==> config.mk <==
export PLATFORM = sky130hd
export DESIGN_NAME = xfer_engine
export DESIGN_NICKNAME = d
export VERILOG_FILES = /design/src/rtl/xfer_pkg.sv /design/src/rtl/xfer_rst_sync.sv /design/src/rtl/xfer_cmd_check.sv /design/src/rtl/xfer_walker.sv /design/src/rtl/xfer_lptr.sv /design/src/rtl/xfer_engine.sv
export SDC_FILE = /design/constraint.sdc
export NUM_CORES = 1
export LEC_CHECK = 0
export BUFFER_PORTS_ARGS = -buffer_cell sky130_fd_sc_hd__buf_2
export CAP_MARGIN = 10
export CORE_ASPECT_RATIO = 1.5
export CORE_UTILIZATION = 40
export CTS_BUF_LIST = sky130_fd_sc_hd__clkbuf_8
export CTS_CLUSTER_SIZE = 24
export DETAILED_ROUTE_END_ITERATION = 12
export GPL_TIMING_DRIVEN = 1
export PLACE_DENSITY = 0.65
export SETUP_SLACK_MARGIN = 0.4
export SYNTH_ARGS = -nofsm -noshare
export SYNTH_HDL_FRONTEND = slang
export SYNTH_SLANG_ARGS = --single-unit
==> constraint.sdc <==
create_clock -name clk -period 2 [get_ports clk]
set_input_delay 0.2 -clock clk [delete_from_list [all_inputs] [get_ports clk]]
set_output_delay 0.2 -clock clk [all_outputs]
set_load 0.1 [all_outputs]
==> src/rtl/xfer_pkg.sv <==
package xfer_pkg;
  typedef enum logic [1:0] {
    OP_BCAST   = 2'b00,
    OP_SCATTER = 2'b01,
    OP_GATHER  = 2'b10,
    OP_RSVD    = 2'b11
  } xfer_op_e;

  typedef enum logic {
    ST_IDLE = 1'b0,
    ST_RUN  = 1'b1
  } xfer_state_e;
endpackage

==> src/rtl/xfer_rst_sync.sv <==
module xfer_rst_sync #(
  parameter int STAGES = 2
) (
  input  logic clk,
  input  logic rst_n,
  output logic rst_n_sync
);
  logic [STAGES-1:0] chain_q;

  always_ff @(posedge clk or negedge rst_n) begin
    if (!rst_n) chain_q <= '0;
    else        chain_q <= {chain_q[STAGES-2:0], 1'b1};
  end

  assign rst_n_sync = chain_q[STAGES-1];
endmodule

==> src/rtl/xfer_cmd_check.sv <==
module xfer_cmd_check
  import xfer_pkg::*;
#(
  parameter int DEV_W  = 4,
  parameter int ADDR_W = 8
) (
  input  logic [1:0]        op,
  input  logic [DEV_W-1:0]  dev_first,
  input  logic [DEV_W-1:0]  dev_last,
  input  logic [ADDR_W-1:0] addr_first,
  input  logic [ADDR_W-1:0] addr_last,
  output logic              cmd_ok
);
  logic op_ok, dev_ok, addr_ok;

  always_comb begin
    op_ok   = (op != OP_RSVD);
    dev_ok  = (dev_last >= dev_first);
    addr_ok = (addr_last >= addr_first);
    cmd_ok  = op_ok && dev_ok && addr_ok;
  end
endmodule

==> src/rtl/xfer_walker.sv <==
module xfer_walker #(
  parameter int DEV_W  = 4,
  parameter int ADDR_W = 8
) (
  input  logic              clk,
  input  logic              rst_n,
  input  logic              active,
  input  logic              load,
  input  logic              step,
  input  logic [DEV_W-1:0]  dev_first,
  input  logic [DEV_W-1:0]  dev_last,
  input  logic [ADDR_W-1:0] addr_first,
  input  logic [ADDR_W-1:0] addr_last,
  output logic [DEV_W-1:0]  dev_cur,
  output logic [ADDR_W-1:0] addr_cur,
  output logic              slice_end,
  output logic              final_word
);
  logic [DEV_W-1:0]  dev_q, dev_d, dlast_q, dlast_d;
  logic [ADDR_W-1:0] addr_q, addr_d, alo_q, alo_d, ahi_q, ahi_d;

  assign slice_end  = (addr_q == ahi_q);
  assign final_word = slice_end && (dev_q == dlast_q);
  assign dev_cur    = dev_q;
  assign addr_cur   = addr_q;

  always_comb begin
    dev_d   = dev_q;
    addr_d  = addr_q;
    dlast_d = dlast_q;
    alo_d   = alo_q;
    ahi_d   = ahi_q;
    if (load) begin
      dev_d   = dev_first;
      addr_d  = addr_first;
      dlast_d = dev_last;
      alo_d   = addr_first;
      ahi_d   = addr_last;
    end else if (step) begin
      if (slice_end) begin
        addr_d = alo_q;
        dev_d  = dev_q + 1'b1;
      end else begin
        addr_d = addr_q + 1'b1;
      end
    end
  end

  always_ff @(posedge clk or negedge rst_n) begin
    if (!rst_n) begin
      dev_q   <= '0;
      addr_q  <= '0;
      dlast_q <= '0;
      alo_q   <= '0;
      ahi_q   <= '0;
    end else if (load || step) begin
      dev_q   <= dev_d;
      addr_q  <= addr_d;
      dlast_q <= dlast_d;
      alo_q   <= alo_d;
      ahi_q   <= ahi_d;
    end
  end


  addr_window_chk: assert property (@(posedge clk) disable iff (!rst_n)
    active |-> (addr_q >= alo_q) && (addr_q <= ahi_q) && (dev_q <= dlast_q));
endmodule

==> src/rtl/xfer_lptr.sv <==
module xfer_lptr #(
  parameter int LM_AW = 10
) (
  input  logic             clk,
  input  logic             rst_n,
  input  logic             load,
  input  logic             step,
  input  logic             rewind,
  input  logic             slice_end,
  input  logic [LM_AW-1:0] base,
  output logic [LM_AW-1:0] ptr
);
  logic [LM_AW-1:0] ptr_q, ptr_d, base_q, base_d;

  always_comb begin
    ptr_d  = ptr_q;
    base_d = base_q;
    if (load) begin
      ptr_d  = base;
      base_d = base;
    end else if (step) begin
      if (rewind && slice_end) ptr_d = base_q;
      else                     ptr_d = ptr_q + 1'b1;
    end
  end

  always_ff @(posedge clk or negedge rst_n) begin
    if (!rst_n) begin
      ptr_q  <= '0;
      base_q <= '0;
    end else if (load || step) begin
      ptr_q  <= ptr_d;
      base_q <= base_d;
    end
  end

  assign ptr = ptr_q;
endmodule

==> src/rtl/xfer_engine.sv <==
module xfer_engine
  import xfer_pkg::*;
#(
  parameter int DEV_W  = 4,
  parameter int ADDR_W = 8,
  parameter int LM_AW  = 10,
  parameter int DATA_W = 16
) (
  input  logic              clk,
  input  logic              rst_n,
  input  logic              cmd_valid,
  output logic              cmd_ready,
  input  logic [1:0]        cmd_op,
  input  logic [DEV_W-1:0]  cmd_dev_first,
  input  logic [DEV_W-1:0]  cmd_dev_last,
  input  logic [ADDR_W-1:0] cmd_addr_first,
  input  logic [ADDR_W-1:0] cmd_addr_last,
  input  logic [LM_AW-1:0]  cmd_base,
  output logic              bus_valid,
  input  logic              bus_ready,
  output logic              bus_we,
  output logic [DEV_W-1:0]  bus_dev,
  output logic [ADDR_W-1:0] bus_addr,
  output logic [DATA_W-1:0] bus_wdata,
  input  logic [DATA_W-1:0] bus_rdata,
  output logic [LM_AW-1:0]  lm_rd_addr,
  input  logic [DATA_W-1:0] lm_rd_data,
  output logic              lm_wr_en,
  output logic [LM_AW-1:0]  lm_wr_addr,
  output logic [DATA_W-1:0] lm_wr_data,
  output logic              done,
  output logic              err
);
  logic        rst_s;
  xfer_state_e state_q, state_d;
  xfer_op_e    op_q, op_d;
  logic        done_q, done_d, err_q, err_d;
  logic        cmd_ok, accept, load, step, finish;
  logic        slice_end, final_word, running;
  logic [LM_AW-1:0] ptr;

  xfer_rst_sync #(.STAGES(2)) u_rst (
    .clk(clk), .rst_n(rst_n), .rst_n_sync(rst_s)
  );

  xfer_cmd_check #(.DEV_W(DEV_W), .ADDR_W(ADDR_W)) u_chk (
    .op(cmd_op), .dev_first(cmd_dev_first), .dev_last(cmd_dev_last),
    .addr_first(cmd_addr_first), .addr_last(cmd_addr_last), .cmd_ok(cmd_ok)
  );

  assign running   = (state_q == ST_RUN);
  assign cmd_ready = !running;
  assign accept    = cmd_valid && cmd_ready;
  assign load      = accept && cmd_ok;
  assign step      = running && bus_ready;
  assign finish    = step && final_word;

  xfer_walker #(.DEV_W(DEV_W), .ADDR_W(ADDR_W)) u_walk (
    .clk(clk), .rst_n(rst_s), .active(running), .load(load), .step(step),
    .dev_first(cmd_dev_first), .dev_last(cmd_dev_last),
    .addr_first(cmd_addr_first), .addr_last(cmd_addr_last),
    .dev_cur(bus_dev), .addr_cur(bus_addr),
    .slice_end(slice_end), .final_word(final_word)
  );

  xfer_lptr #(.LM_AW(LM_AW)) u_ptr (
    .clk(clk), .rst_n(rst_s), .load(load), .step(step),
    .rewind(op_q == OP_BCAST), .slice_end(slice_end),
    .base(cmd_base), .ptr(ptr)
  );

  always_comb begin
    state_d = state_q;
    op_d    = op_q;
    done_d  = 1'b0;
    err_d   = 1'b0;
    case (state_q)
      ST_IDLE: begin
        if (accept) begin
          if (cmd_ok) begin
            state_d = ST_RUN;
            op_d    = xfer_op_e'(cmd_op);
          end else begin
            err_d = 1'b1;
          end
        end
      end
      ST_RUN: begin
        if (finish) begin
          state_d = ST_IDLE;
          done_d  = 1'b1;
        end
      end
      default: state_d = ST_IDLE;
    endcase
  end

  always_ff @(posedge clk or negedge rst_s) begin
    if (!rst_s) begin
      state_q <= ST_IDLE;
      op_q    <= OP_BCAST;
      done_q  <= 1'b0;
      err_q   <= 1'b0;
    end else begin
      state_q <= state_d;
      done_q  <= done_d;
      err_q   <= err_d;
      if (load) op_q <= op_d;
    end
  end

  assign bus_valid  = running;
  assign bus_we     = (op_q != OP_GATHER);
  assign bus_wdata  = lm_rd_data;
  assign lm_rd_addr = ptr;
  assign lm_wr_en   = step && (op_q == OP_GATHER);
  assign lm_wr_addr = ptr;
  assign lm_wr_data = bus_rdata;
  assign done       = done_q;
  assign err        = err_q;


  stall_hold_chk: assert property (@(posedge clk) disable iff (!rst_s)
    bus_valid && !bus_ready |=> bus_valid && $stable(bus_dev) && $stable(bus_addr)
                                && $stable(bus_we) && $stable(lm_rd_addr));

  done_pulse_chk: assert property (@(posedge clk) disable iff (!rst_s)
    done |-> cmd_ready && !bus_valid && !err);

  done_single_chk: assert property (@(posedge clk) disable iff (!rst_s)
    done |=> !done);

  err_quiet_chk: assert property (@(posedge clk) disable iff (!rst_s)
    err |-> cmd_ready && !bus_valid && !done);

  busy_hold_chk: assert property (@(posedge clk) disable iff (!rst_s)
    bus_valid |-> !cmd_ready);

  lm_write_chk: assert property (@(posedge clk) disable iff (!rst_s)
    lm_wr_en |-> bus_valid && bus_ready && !bus_we);
endmodule

==> results.yml, run 1 <==
critical_path:
  endpoint: "u_ptr.ptr[9]$_DFFE_PN0P_"
  arrival_ps: 2260
  r2r_cells: 7
  cp-start-kind: "register"
  cp_max_fo: 5
  path_class: "register to register"
  regToRegStartpoint: "u_walk.ahi_q[0]$_DFFE_PN0P_"
  worstPathRequired_ps: 2290
  cp-end-kind: "register"
  regToRegSetupSlack_ps: 30
  crit_start: "u_walk.ahi_q[0]$_DFFE_PN0P_"
  r2r_end: "u_ptr.ptr[9]$_DFFE_PN0P_"
synthesis:
  ys_ff_latch: 59
  syn_inst: 352
  netlist_area_um2: 3660
  ys_warn_count: 0
  avgSynthCellArea_um2: 10.4
  yosysSeqAreaShare_pct: 40.3
  syn_nets: 439
  ys_types: 52
  synth_area_leaders: "dfrtp_1 40%, buf_4 8.8%, mux2_1 5.8%, ha_1 5.1%, o21ai_0 3.7%"
  yosysTopAreaCellShare_pct: 40.3
  synth_largest_area_cell: "dfrtp_1"
finish:
  final_common_cell: "buf_2"
  synthToLayoutAreaGrowth_pct: 39.0
  final_cell_mix: "66 x buf_2, 43 x dfrtp_1, 35 x buf_4"
  final_nets: 529
  final_cells: 557
  num_antenna_cells: 0
  filler_cell_count: 750
  drive_above_1_share_pct: 56.4
  stdcell_area_um2: 5090
placed_design:
  dp.cells: 520
  numPortBuffers: 77
  placed_cell_area_um2: 4220
  dp_hpwl_um: 6510
  gp_congestion: 0.845
floorplan:
  start_util_pct: 41.5
  dieArea_um2: 9540
  core_um2: 8830
  dieHeight_um: 119
  fp.dieW_um: 80.1
  ioPinCount: 142
  rows: 42
timing:
  fmax_mhz: 507
  finalCritPeriodShare_pct: 98.6
  rsz0062_at_grt: "yes"
  worstMarginPinSlew_ps: 608
  worst_slew_margin_rel_pct: 59.5
  hold_ws_ps: 99.7
  skew_ps: 9.20
  hold_viol_final: 0
  post-route-min-period_ps: 1970
  fin_tns_setup_ps: 0
  drv_slew: 0
  finalSetupViolations: 0
power_and_ir_drop:
  ir_worst_vdd_uv: 1600
  cellLeakagePower_nw: 2.33
  finalPower_mw: 8.86
  powerDensity_nw_per_um2: 1740
outcome:
  status: "completed"
route:
  vias: 3005
  dr.pass1.iters: 4
  wl_per_cell_um: 17.7
  viasPerCell: 5.39
  drt_iter0_drc: 96
  drtAntennaViolNets: 0
  route.detailed.drc: 0
  drt-total-wl_um: 9860
job:
  maxCapViolations: 0
grt:
  overflow: 0
  grt_usage_pct: 21.4
  use_met1_pct: 24.4
  grtUsageMet2_pct: 37.4
  grt_pass1_vias: 2981
  busiest_layer: "met2"
  antenna_found_initial: 0
  grt_max_degree: 27
  use_met3_pct: 2.91
  grt_pass1_wl_um: 15100
clock_tree:
  root_buffer: "clkbuf_8"
  h-tree-depth: 3
  cts.path.max_buffers: 2
  cts_inserted_buffers: 9
  clk_latency_ps: 340
  tritoncts: "done"
  path_clk_slew_ps: 70
  cts.sinks: 59
min_path:
  hold_path_class: "primary input to register"
[worst max-delay path, cell delays in order (launching register included)]
cell	delay, ps
dfrtp_1	400
xor2_2	210
nor4_4	280
buf_4	170
nand4_1	230
buf_4	240
a211oi_2	220
mux2_4	180
[power by group]
group / internal, mW / total, mW / switching [mW]
logic: 1.62 / 5.53 / 3.92
clock network: 0.574 / 1.03 / 0.460
registers: 1.76 / 2.30 / 0.540
[synth_stat cells (all sizes together)]
cell type	n
inv	15
conb	1
nor3	2
o211ai	5
buf	49
a221oi	1
nor2b	3
a221o	7
o22a	1
xnor2	10
o221ai	1
a2bb2oi	2
dfrtp	59
o21ai	27
or2	1
nand2	17
a31oi	2
o211a	1
clkbuf	4
nand3b	1
a211oi	2
o21a	1
mux2i	11
nand4	6
a21o	2
mux2	26
o32ai	2
a2111oi	1
nor4	2
a41o	1
and3	9
or3	1
nand2b	3
nand3	18
xor2	10
ha	15
and2	1
o21bai	1
nor2	23
a21oi	8
[metal layers]
layer  wire length (um)  part of all wire [%]
met5                  0                     0
met4                386                   3.9
met3                496                   5.0
met2               5210                    53
met1               3770                    38
[kinds of logic after synthesis]
family,Yosys count,synth area share (%)
AOI/OAI and AO/OA,65,13.2
other,1,0.102
adders and majority gates,15,5.13
and+or+nand+nor,87,12.7
buffers and inverters,68,12.3
DFF,59,40.3
xor gates and xnor gates,20,4.79
muxes,37,11.5
[stage by stage]
stage | setup WS [ps] | utilization [%]
2_1_floorplan | -256 | -
3_3_place_gp | -218 | 47.8
3_5_place_dp | -285 | 47.8
4_1_cts | 61.9 | 53.5
5_1_grt | -47.4 | 57.6
6_report | 27.6 | 57.6
[registers in the layout, summed over array words and instances, names as in the netlist, 2 cells and up]
register         count
u_walk.dev_cur       4
u_walk.ahi_q         8
u_ptr.base_q        10
u_walk.addr_cur      8
u_walk.dlast_q       4
u_walk.alo_q         8
op_q                 2
u_rst.chain_q        2
u_ptr.ptr           10
[timing repair]
action                                 CTS  global route
pin swaps                               15            12
endpoints found under the hold margin    2             0
setup endpoints to repair               57            60
gates cloned                             4             2
resized for setup                       38            73
hold buffers                             1             0
setup buffers                            8             6
[final cells by class]
class / count / area [um^2] / share of cell area [%]
multi-input cells: 226 / 2180 / 42.8
flip-flops and latches: 59 / 1500 / 29.4
repair buffers: 131 / 1010 / 19.9
clock buffers: 13 / 179 / 3.52
well taps: 110 / 138 / 2.70
inverters: 15 / 75.1 / 1.48
clock inverters: 3 / 12.5 / 0.246
[how the worst min path moves through the flow]
stage / to / from / slack, ps / cells past startpoint
4_1_cts: u_walk.ahi_q[4]$_DFFE_PN0P_ / cmd_addr_last[4] / 80 / 2
5_1_grt: u_walk.ahi_q[0]$_DFFE_PN0P_ / cmd_addr_last[0] / 100 / 3
2_1_floorplan: u_rst.chain_q[0]$_DFF_PN0_ / rst_n / -100 / 0
3_5_place_dp: u_rst.chain_q[0]$_DFF_PN0_ / rst_n / -10 / 1
6_report: u_walk.ahi_q[0]$_DFFE_PN0P_ / cmd_addr_last[0] / 100 / 3
3_3_place_gp: u_rst.chain_q[0]$_DFF_PN0_ / rst_n / -10 / 1
Note: power is estimated with default switching activity, not from simulation.
==> inputs of run 2 (changes only) <==
REMOVE_ABC_BUFFERS = 1   (was unset)
==> run 2 against run 1 <==
  * Final cell count rose by 1.3%
  * Hold slack worse by 5.7 ps
  * Setup slack lost 26 ps
  * Fmax decreased by 1.3%
  * Clock skew grew 2.2 ps
  * Clock-buffer cell count fell by 2
  * Combinational power rose by 2%
  * Sequential cell count stayed put
  * Largest cell class unchanged
==> results.yml, run 2 (synthesis gave the netlist of run 1 again) <==
outcome:
  status: "completed"
job:
  maxCapViolations: 0
timing:
  rsz0062_at_grt: "yes"
  hold_viol_final: 0
  hold_ws_ps: 94.1
  fmax_mhz: 500
  skew_ps: 11.4
  drv_slew: 0
  post-route-min-period_ps: 2000
  worstMarginPinSlew_ps: 553
  finalCritPeriodShare_pct: 99.9
  worst_slew_margin_rel_pct: 63.2
  finalSetupViolations: 0
route:
  drtAntennaViolNets: 0
  vias: 3096
  viasPerCell: 5.49
  drt_iter0_drc: 155
  route.detailed.drc: 0
  drt-total-wl_um: 11000
  wl_per_cell_um: 19.5
  dr.pass1.iters: 4
grt:
  use_met3_pct: 11.2
  busiest_layer: "met2"
  overflow: 0
  grt_max_degree: 36
  grt_pass1_vias: 3163
  grtUsageMet2_pct: 37.3
  antenna_found_initial: 0
  use_met1_pct: 26.9
  grt_usage_pct: 23.8
  grt_pass1_wl_um: 16700
finish:
  drive_above_1_share_pct: 53.1
  final_nets: 537
  stdcell_area_um2: 5080
  synthToLayoutAreaGrowth_pct: 38.9
  fin_util_pct: 57.6
  final_common_cell: "buf_2"
  final_cell_mix: "69 x buf_2, 57 x dfrtp_1, 37 x buf_4"
  filler_cell_count: 735
  num_antenna_cells: 0
critical_path:
  cp-start-kind: "register"
  regToRegStartpoint: "u_walk.addr_cur[0]$_DFFE_PN0P_"
  worstPathRequired_ps: 2220
  cp-end-kind: "register"
  crit_start: "u_walk.addr_cur[0]$_DFFE_PN0P_"
  cp_max_fo: 7
  arrival_ps: 2220
  path_class: "register to register"
floorplan:
  rows: 42
  dieArea_um2: 9540
  fp.dieW_um: 80.1
  core_um2: 8830
  ioPinCount: 142
  start_util_pct: 41.5
  dieHeight_um: 119
clock_tree:
  h-tree-depth: 3
  root_buffer: "clkbuf_8"
  path_clk_slew_ps: 70
  tritoncts: "done"
  clk_latency_ps: 350
  cts.path.max_buffers: 2
  cts_inserted_buffers: 9
  cts.sinks: 59
power_and_ir_drop:
  cellLeakagePower_nw: 2.42
  ir_worst_vdd_uv: 1230
  powerDensity_nw_per_um2: 1770
  finalPower_mw: 8.98
placed_design:
  gp_congestion: 0.812
  dp_hpwl_um: 7700
  numPortBuffers: 77
  placed_cell_area_um2: 4190
min_path:
  hold_path_class: "primary input to register"
  hp-start: "cmd_addr_last[2]"
run 2: where the power goes:
group	switching, mW	internal, mW
Sequential	0.533	1.73
Combinational	3.93	1.69
Clock	0.471	0.626
run 2: per-stage QoR:
stage          TNS, ps  std cells  setup WS (ps)
2_1_floorplan   -54070        299          -1360
3_3_place_gp    -12080        532           -332
3_5_place_dp    -13330        532           -332
4_1_cts              0        558           37.2
5_1_grt           -501        564          -79.8
6_report             0        564           1.44
run 2: layer usage:
layer,part of all wire (%),wire length [um]
met1,40,4350
met2,49,5420
met3,8.5,937
met4,2.3,248
met5,0.51,56
run 2: cell type report:
class	instances	area [um^2]	area share, %
inverters	15	58.8	1.16
clock buffers	11	151	2.98
multi-input cells	226	2120	41.8
clock inverters	4	42.5	0.837
flip-flops and latches	59	1480	29.1
well taps	110	138	2.71
repair buffers	139	1090	21.5
run 2: critical path, stage by stage, from the launching register on:
cell and delay [ps]:
dfrtp_1 410, xor2_2 200, nor4_4 300, and3_4 290, buf_12 140, mux2i_2 200, nor2_1 70, a221o_1 270
run 2: path summary, 6_finish.rpt:
kind / depth (start not counted) / endpoint / slack, ps
min: 2 / u_walk.ahi_q[2]$_DFFE_PN0P_ / 90
min reg2reg: 0 / u_walk.dev_cur[0]$_DFFE_PN0P_ / 260
max: 7 / u_walk.addr_cur[2]$_DFFE_PN0P_ / 1
max reg2reg: 7 / u_walk.addr_cur[2]$_DFFE_PN0P_ / 1
min in group asynchronous: 2 / u_rst.chain_q[1]$_DFF_PN0_ / 150
max in group asynchronous: 1 / u_walk.alo_q[3]$_DFFE_PN0P_ / 1150
run 2: repair_timing:
action	in CTS	in global routing
resized for setup	75	62
endpoints found under the setup margin	57	58
hold buffers	1	0
pin swaps	20	24
endpoints found under the hold margin	2	0
buffers inserted	7	5
gates cloned	3	1
